**config.mk**
```make
export PLATFORM = sky130hd
export DESIGN_NAME = xram_router
export DESIGN_NICKNAME = d
export VERILOG_FILES = /design/src/rtl/xram_pkg.sv /design/src/rtl/xram_ctl_reg.sv /design/src/rtl/xram_addr_dec.sv /design/src/rtl/xram_ext_seq.sv /design/src/rtl/xram_router.sv
export SDC_FILE = /design/constraint.sdc
export NUM_CORES = 1
export LEC_CHECK = 0
export BUFFER_PORTS_ARGS = -buffer_cell sky130_fd_sc_hd__buf_4
export CAP_MARGIN = 20
export CORE_ASPECT_RATIO = 2
export CORE_MARGIN = 5
export CORE_UTILIZATION = 46
export DETAILED_ROUTE_END_ITERATION = 8
export PLACE_DENSITY = 0.85
export SETUP_SLACK_MARGIN = 0.02
export SYNTH_ARGS = -nofsm -noshare
export SYNTH_HDL_FRONTEND = slang
export SYNTH_HIERARCHICAL = 1
export SYNTH_SLANG_ARGS = --single-unit
```
**constraint.sdc**
```tcl
create_clock -name clk -period 2.7 [get_ports clk]
set_clock_uncertainty 0.1 [all_clocks]
set_input_delay 0.27 -clock clk [delete_from_list [all_inputs] [get_ports clk]]
set_output_delay 0.27 -clock clk [all_outputs]
set_load 0.01 [all_outputs]
```
**src/rtl/xram_pkg.sv**
```systemverilog
package xram_pkg;
   typedef enum logic [0:0] {
      SRC_INDIRECT = 1'b0,
      SRC_DPTR     = 1'b1
   } ptr_src_e;

   typedef enum logic [0:0] {
      SEQ_IDLE = 1'b0,
      SEQ_WAIT = 1'b1
   } ext_state_e;
endpackage

```
**src/rtl/xram_ctl_reg.sv**
```systemverilog
module xram_ctl_reg #(
   parameter int CTL_W  = 8,
   parameter int EN_BIT = 4
) (
   input  logic             clk,
   input  logic             rst_n,
   input  logic             we,
   input  logic [CTL_W-1:0] wdata,
   output logic             aux_en
);
   if (EN_BIT >= CTL_W) begin : g_bad_bit
      $error("xram_ctl_reg: EN_BIT outside control word");
   end

   wire ctl_unused_bits = ^wdata;

   always_ff @(posedge clk or negedge rst_n) begin
      if (!rst_n)  aux_en <= 1'b0;
      else if (we) aux_en <= wdata[EN_BIT];
   end
endmodule

```
**src/rtl/xram_addr_dec.sv**
```systemverilog
module xram_addr_dec
   import xram_pkg::*;
#(
   parameter int PTR_W  = 8,
   parameter int ADDR_W = 16,
   parameter int AUX_AW = 8
) (
   input  ptr_src_e          src,
   input  logic [PTR_W-1:0]  ptr,
   input  logic [ADDR_W-1:0] dptr,
   input  logic              aux_en,
   output logic [ADDR_W-1:0] addr,
   output logic              hit
);
   if (PTR_W > ADDR_W) begin : g_bad_ptr
      $error("xram_addr_dec: PTR_W wider than ADDR_W");
   end
   if (AUX_AW >= ADDR_W) begin : g_bad_aux
      $error("xram_addr_dec: AUX_AW must be below ADDR_W");
   end

   logic [ADDR_W-1:0] ptr_ext;

   if (PTR_W < ADDR_W) begin : g_zext
      assign ptr_ext = {{(ADDR_W-PTR_W){1'b0}}, ptr};
   end else begin : g_full
      assign ptr_ext = ptr;
   end

   always_comb begin
      addr = (src == SRC_DPTR) ? dptr : ptr_ext;
      hit  = aux_en && (addr[ADDR_W-1:AUX_AW] == '0);
   end
endmodule

```
**src/rtl/xram_ext_seq.sv**
```systemverilog
module xram_ext_seq
   import xram_pkg::*;
#(
   parameter int ADDR_W = 16,
   parameter int DATA_W = 8
) (
   input  logic              clk,
   input  logic              rst_n,
   input  logic              start,
   input  logic              we_in,
   input  logic [ADDR_W-1:0] addr_in,
   input  logic [DATA_W-1:0] wdata_in,
   output logic              busy,
   output logic              ext_req,
   output logic              ext_we,
   output logic [ADDR_W-1:0] ext_addr,
   output logic [DATA_W-1:0] ext_wdata,
   input  logic              ext_ack,
   input  logic [DATA_W-1:0] ext_rdata,
   output logic              done,
   output logic [DATA_W-1:0] rdata_q
);
   ext_state_e state;

   always_ff @(posedge clk or negedge rst_n) begin
      if (!rst_n) begin
         state     <= SEQ_IDLE;
         ext_we    <= 1'b0;
         ext_addr  <= '0;
         ext_wdata <= '0;
         done      <= 1'b0;
         rdata_q   <= '0;
      end else begin
         done <= 1'b0;
         unique case (state)
            SEQ_IDLE: if (start) begin
               state     <= SEQ_WAIT;
               ext_we    <= we_in;
               ext_addr  <= addr_in;
               ext_wdata <= wdata_in;
            end
            SEQ_WAIT: if (ext_ack) begin
               state   <= SEQ_IDLE;
               done    <= 1'b1;
               rdata_q <= ext_rdata;
            end
            default: state <= SEQ_IDLE;
         endcase
      end
   end

   assign ext_req = (state == SEQ_WAIT);
   assign busy    = ext_req;
endmodule

```
**src/rtl/xram_router.sv**
```systemverilog
module xram_router
   import xram_pkg::*;
#(
   parameter int CTL_W  = 8,
   parameter int EN_BIT = 4,
   parameter int PTR_W  = 8,
   parameter int ADDR_W = 16,
   parameter int AUX_AW = 8,
   parameter int DATA_W = 8
) (
   input  logic              clk,
   input  logic              rst_n,
   input  logic              ctl_we,
   input  logic [CTL_W-1:0]  ctl_wdata,
   input  logic              req_valid,
   output logic              req_ready,
   input  logic              req_write,
   input  logic              req_src,
   input  logic [PTR_W-1:0]  req_ptr,
   input  logic [ADDR_W-1:0] req_dptr,
   input  logic [DATA_W-1:0] req_wdata,
   output logic              rsp_valid,
   output logic [DATA_W-1:0] rsp_rdata,
   output logic              ram_en,
   output logic              ram_we,
   output logic [AUX_AW-1:0] ram_addr,
   output logic [DATA_W-1:0] ram_wdata,
   input  logic [DATA_W-1:0] ram_rdata,
   output logic              ext_req,
   output logic              ext_we,
   output logic [ADDR_W-1:0] ext_addr,
   output logic [DATA_W-1:0] ext_wdata,
   input  logic              ext_ack,
   input  logic [DATA_W-1:0] ext_rdata
);
   logic              aux_en;
   logic [ADDR_W-1:0] acc_addr;
   logic              acc_hit;
   logic              accept;
   logic              ext_busy;
   logic              ext_done;
   logic [DATA_W-1:0] ext_rdata_q;
   logic              ram_rsp_q;

   xram_ctl_reg #(.CTL_W(CTL_W), .EN_BIT(EN_BIT)) u_ctl (
      .clk    (clk),
      .rst_n  (rst_n),
      .we     (ctl_we),
      .wdata  (ctl_wdata),
      .aux_en (aux_en)
   );

   xram_addr_dec #(.PTR_W(PTR_W), .ADDR_W(ADDR_W), .AUX_AW(AUX_AW)) u_dec (
      .src    (ptr_src_e'(req_src)),
      .ptr    (req_ptr),
      .dptr   (req_dptr),
      .aux_en (aux_en),
      .addr   (acc_addr),
      .hit    (acc_hit)
   );

   assign req_ready = !ext_busy;
   assign accept    = req_valid && req_ready;

   assign ram_en    = accept && acc_hit;
   assign ram_we    = req_write;
   assign ram_addr  = acc_addr[AUX_AW-1:0];
   assign ram_wdata = req_wdata;

   xram_ext_seq #(.ADDR_W(ADDR_W), .DATA_W(DATA_W)) u_ext (
      .clk       (clk),
      .rst_n     (rst_n),
      .start     (accept && !acc_hit),
      .we_in     (req_write),
      .addr_in   (acc_addr),
      .wdata_in  (req_wdata),
      .busy      (ext_busy),
      .ext_req   (ext_req),
      .ext_we    (ext_we),
      .ext_addr  (ext_addr),
      .ext_wdata (ext_wdata),
      .ext_ack   (ext_ack),
      .ext_rdata (ext_rdata),
      .done      (ext_done),
      .rdata_q   (ext_rdata_q)
   );

   always_ff @(posedge clk or negedge rst_n) begin
      if (!rst_n) ram_rsp_q <= 1'b0;
      else        ram_rsp_q <= ram_en;
   end

   assign rsp_valid = ram_rsp_q || ext_done;
   assign rsp_rdata = ext_done ? ext_rdata_q : ram_rdata;
endmodule

```
==> flow_summary.yaml <==
logic_synthesis:
  netlist.top_cell.by_area: "dfrtp_1"
  syn_area_sq_mm: 0.00188
  yosysTopAreaCellShare: 0.493
  ys_top_cells_by_area: "dfrtp_1, mux2_4, mux2_2"
  yosysSeqAreaShare: 0.493
  yosys_warnings: 6
  syn_nets: 186
  ys_seq_elements: 37
  ys_types: 16
  synth_cells: 123
  syn_avg_cell_area_sq_um: 15.3
global_routing:
  grt.overflow.total: 0
  grt_usage: 0.168
  grt_max_degree: 38
  grt_pass1_wl_mm: 6.78
  grt_pass1_vias: 1486
  antenna_found_initial: 0
sta:
  setup_viol: 0
  finalSetupTns_ns: 0
  slew_viol_final: 0
  fin_crit_sh: 0.842
  fmax_mhz: 440
  max_slew.worst_pin.slew_ns: 0.939
  hold_violations: 0
  finalCriticalPeriod_ns: 2.27
  rsz0062_at_grt: "no"
  max-slew-margin-rel: 0.373
clock_network:
  cts_post_setup_buffers_inserted: 0
  cts_inserted_buffers: 5
  cts_tree: "yes"
  clk_pin_slew_ns: 0.08
  htree_levels: 2
  clockRootBuffer: "clkbuf_8"
  clockBufferDepth: 2
  clk_latency_ns: 0.28
  clock-sinks: 37
floorplan:
  die_w_um: 55.2
  core-area_sq_mm: 0.00405
  ios: 117
  dieArea_sq_mm: 0.00553
  start_util: 0.464
  dieHeight_um: 100
  rows: 33
layout:
  drive_gt1_frac: 0.748
  syn2layout_area_growth_pct: 44.8
  n_fill_cell: 331
  seq_area_sq_um: 926
  final_cells: 278
  multi_input_area_sq_um: 797
  num_antenna_cells: 0
  final_nets: 288
  finalInstanceArea_sq_mm: 0.00272
pwr:
  p_switching_mw: 0.771
  p_leak_nw: 1.39
  swShare: 0.307
  power.share.combinational: 0.461
  power_density_mw_per_mm2: 924
  intPower_mw: 1.74
  peakVddDrop_uv: 564
  pwr-share-seq: 0.390
  p_clk_frac: 0.149
critical_path:
  r2r-start: "u_ctl/aux_en"
  reg2reg_to: "u_ext/ext_addr[14]"
  worstPathMaxFanout: 25
  cp-start-kind: "register"
  critical_path_class: "reg -> reg"
  rrSetupSlack_ns: 0.43
  cp.required_ns: 2.77
  endpoint_kind: "register"
  cp_data_arrival_time_ns: 2.35
  r2r_cells: 4
min_path:
  min_path_type: "in -> reg"
  worstHoldStart: "ext_rdata[3]"
  hold_depth: 2
  hold_end: "u_ext/rdata_q[3]"
place:
  io_buffers: 109
  hpwl_mm: 3.55
  globalplace.congestion: 0.678
  dp.cells: 269
  placed_area_sq_mm: 0.00262
routing:
  drt_iter0_markers: 4
  dr_total_vias: 1332
  dr.pass1.iters: 2
  routed_wirelength_mm: 4.35
  antenna_left: 0
  viasPerCell: 4.79
  drc: 0
  wl_per_cell_um: 15.6
flow_run:
  drv_cap: 0
status:
  outcome: "finished, final reports clean"
[worst max-delay path, stage by stage (launching register included)]
cell,delay (ns)
dfrtp_1,0.40
a21boi_1,0.16
nor3b_1,0.25
nor2b_4,0.82
mux2_2,0.42
[per-layer routing]
metal	share of wire	vias up	track usage	wire (um)
met5	0	-	0	0
met4	0.014	0	0.0562	59
met3	0.11	6	0.0594	483
met2	0.55	76	0.301	2390
met1	0.32	633	0.169	1410
li1	-	617	-	-
[worst max path at each step]
stage                       startpoint                 end  slack [ns]  cells after the start
after detailed placement  req_dptr[14]  u_ext/ext_addr[14]        0.38                      7
after global placement    req_dptr[14]   u_ext/ext_addr[9]        0.42                      7
after floorplan                req_src   u_ext/ext_addr[0]        0.96                      8
after global routing      u_ctl/aux_en        u_ext/ext_we        0.32                      4
final                     u_ctl/aux_en  u_ext/ext_addr[14]        0.43                      4
after CTS                 u_ctl/aux_en  u_ext/ext_addr[14]        0.38                      4
[cells in the final DEF, fill, tap and decap left out]
| cell type | Yosys | final |
|---|---|---|
| nor2b_4 | 0 | 1 |
| and2_1 | 8 | 8 |
| clkinv_2 | 0 | 2 |
| buf_4 | 10 | 110 |
| o21a_1 | 1 | 1 |
| and3b_1 | 1 | 1 |
| clkinvlp_4 | 0 | 1 |
| dlygate4sd3_1 | 0 | 1 |
| nor3b_1 | 1 | 1 |
| or2_1 | 1 | 1 |
| inv_1 | 2 | 2 |
| dfrtp_1 | 37 | 37 |
| mux2_4 | 30 | 30 |
| nand2_1 | 2 | 2 |
| mux2_2 | 20 | 20 |
| nor4_1 | 2 | 2 |
| clkbuf_8 | 0 | 5 |
| a21boi_1 | 1 | 1 |
[power by group through the flow]
stage | Combinational (mW) | Clock (mW) | Sequential [mW]
after CTS | 1.18 | 0.389 | 0.981
final | 1.16 | 0.374 | 0.978
after floorplan | 0.627 | 0 | 1.02
after global routing | 1.24 | 0.414 | 1.01
after detailed placement | 1.19 | 0 | 0.983
after global placement | 1.15 | 0 | 0.971
[per-stage QoR]
| step | worst slack [ns] | utilization | total power [mW] | hold WS (ns) |
|---|---|---|---|---|
| final | 0.425 | 0.672 | 2.51 | 0.115 |
| after global routing | 0.315 | 0.672 | 2.67 | 0.106 |
| after CTS | 0.376 | 0.672 | 2.55 | 0.110 |
| after detailed placement | 0.382 | 0.648 | 2.17 | 0.158 |
| after global placement | 0.424 | 0.648 | 2.13 | 0.157 |
| after floorplan | 0.963 | - | 1.65 | -0.126 |
[registers in the layout, indices dropped and copies added, names as in the netlist]
register         cells
u_ext/ext_we         1
u_ext/ext_wdata      8
u_ext/done           1
ram_rsp_q            1
u_ext/rdata_q        8
u_ext/ext_addr      16
u_ctl/aux_en         1
u_ext/busy           1
[Yosys cell counts]
| library cell | instances |
|---|---|
| a21boi_1 | 1 |
| and2_1 | 8 |
| and3b_1 | 1 |
| buf_4 | 10 |
| buf_6 | 3 |
| buf_8 | 3 |
| dfrtp_1 | 37 |
| inv_1 | 2 |
| mux2_2 | 20 |
| mux2_4 | 30 |
| nand2_1 | 2 |
| nor2b_1 | 1 |
| nor3b_1 | 1 |
| nor4_1 | 2 |
| o21a_1 | 1 |
| or2_1 | 1 |
[logic make-up (layout without fill, tap and decap cells)]
logic type / Yosys count / count (layout) / share of synthesized area
simple gates: 16 / 16 / 0.0527
compound gates: 2 / 2 / 0.00800
mux: 50 / 50 / 0.360
flops: 37 / 37 / 0.493
buf+inv: 18 / 121 / 0.0860
[layout make-up]
type                    instances  area share
flip-flops and latches         37       0.341
clock inverters                 3     0.00645
well taps                      52      0.0239
inverters                       2     0.00276
repair buffers                111       0.308
multi-input cells              68       0.293
clock buffers                   5      0.0253
[timing repair]
item / 4_1_cts / 5_1_grt
hold buffers: 1 / 0
hold endpoints to repair: 37 / 0
resized for setup: 0 / 0
Power figures use the tool's default switching activity.
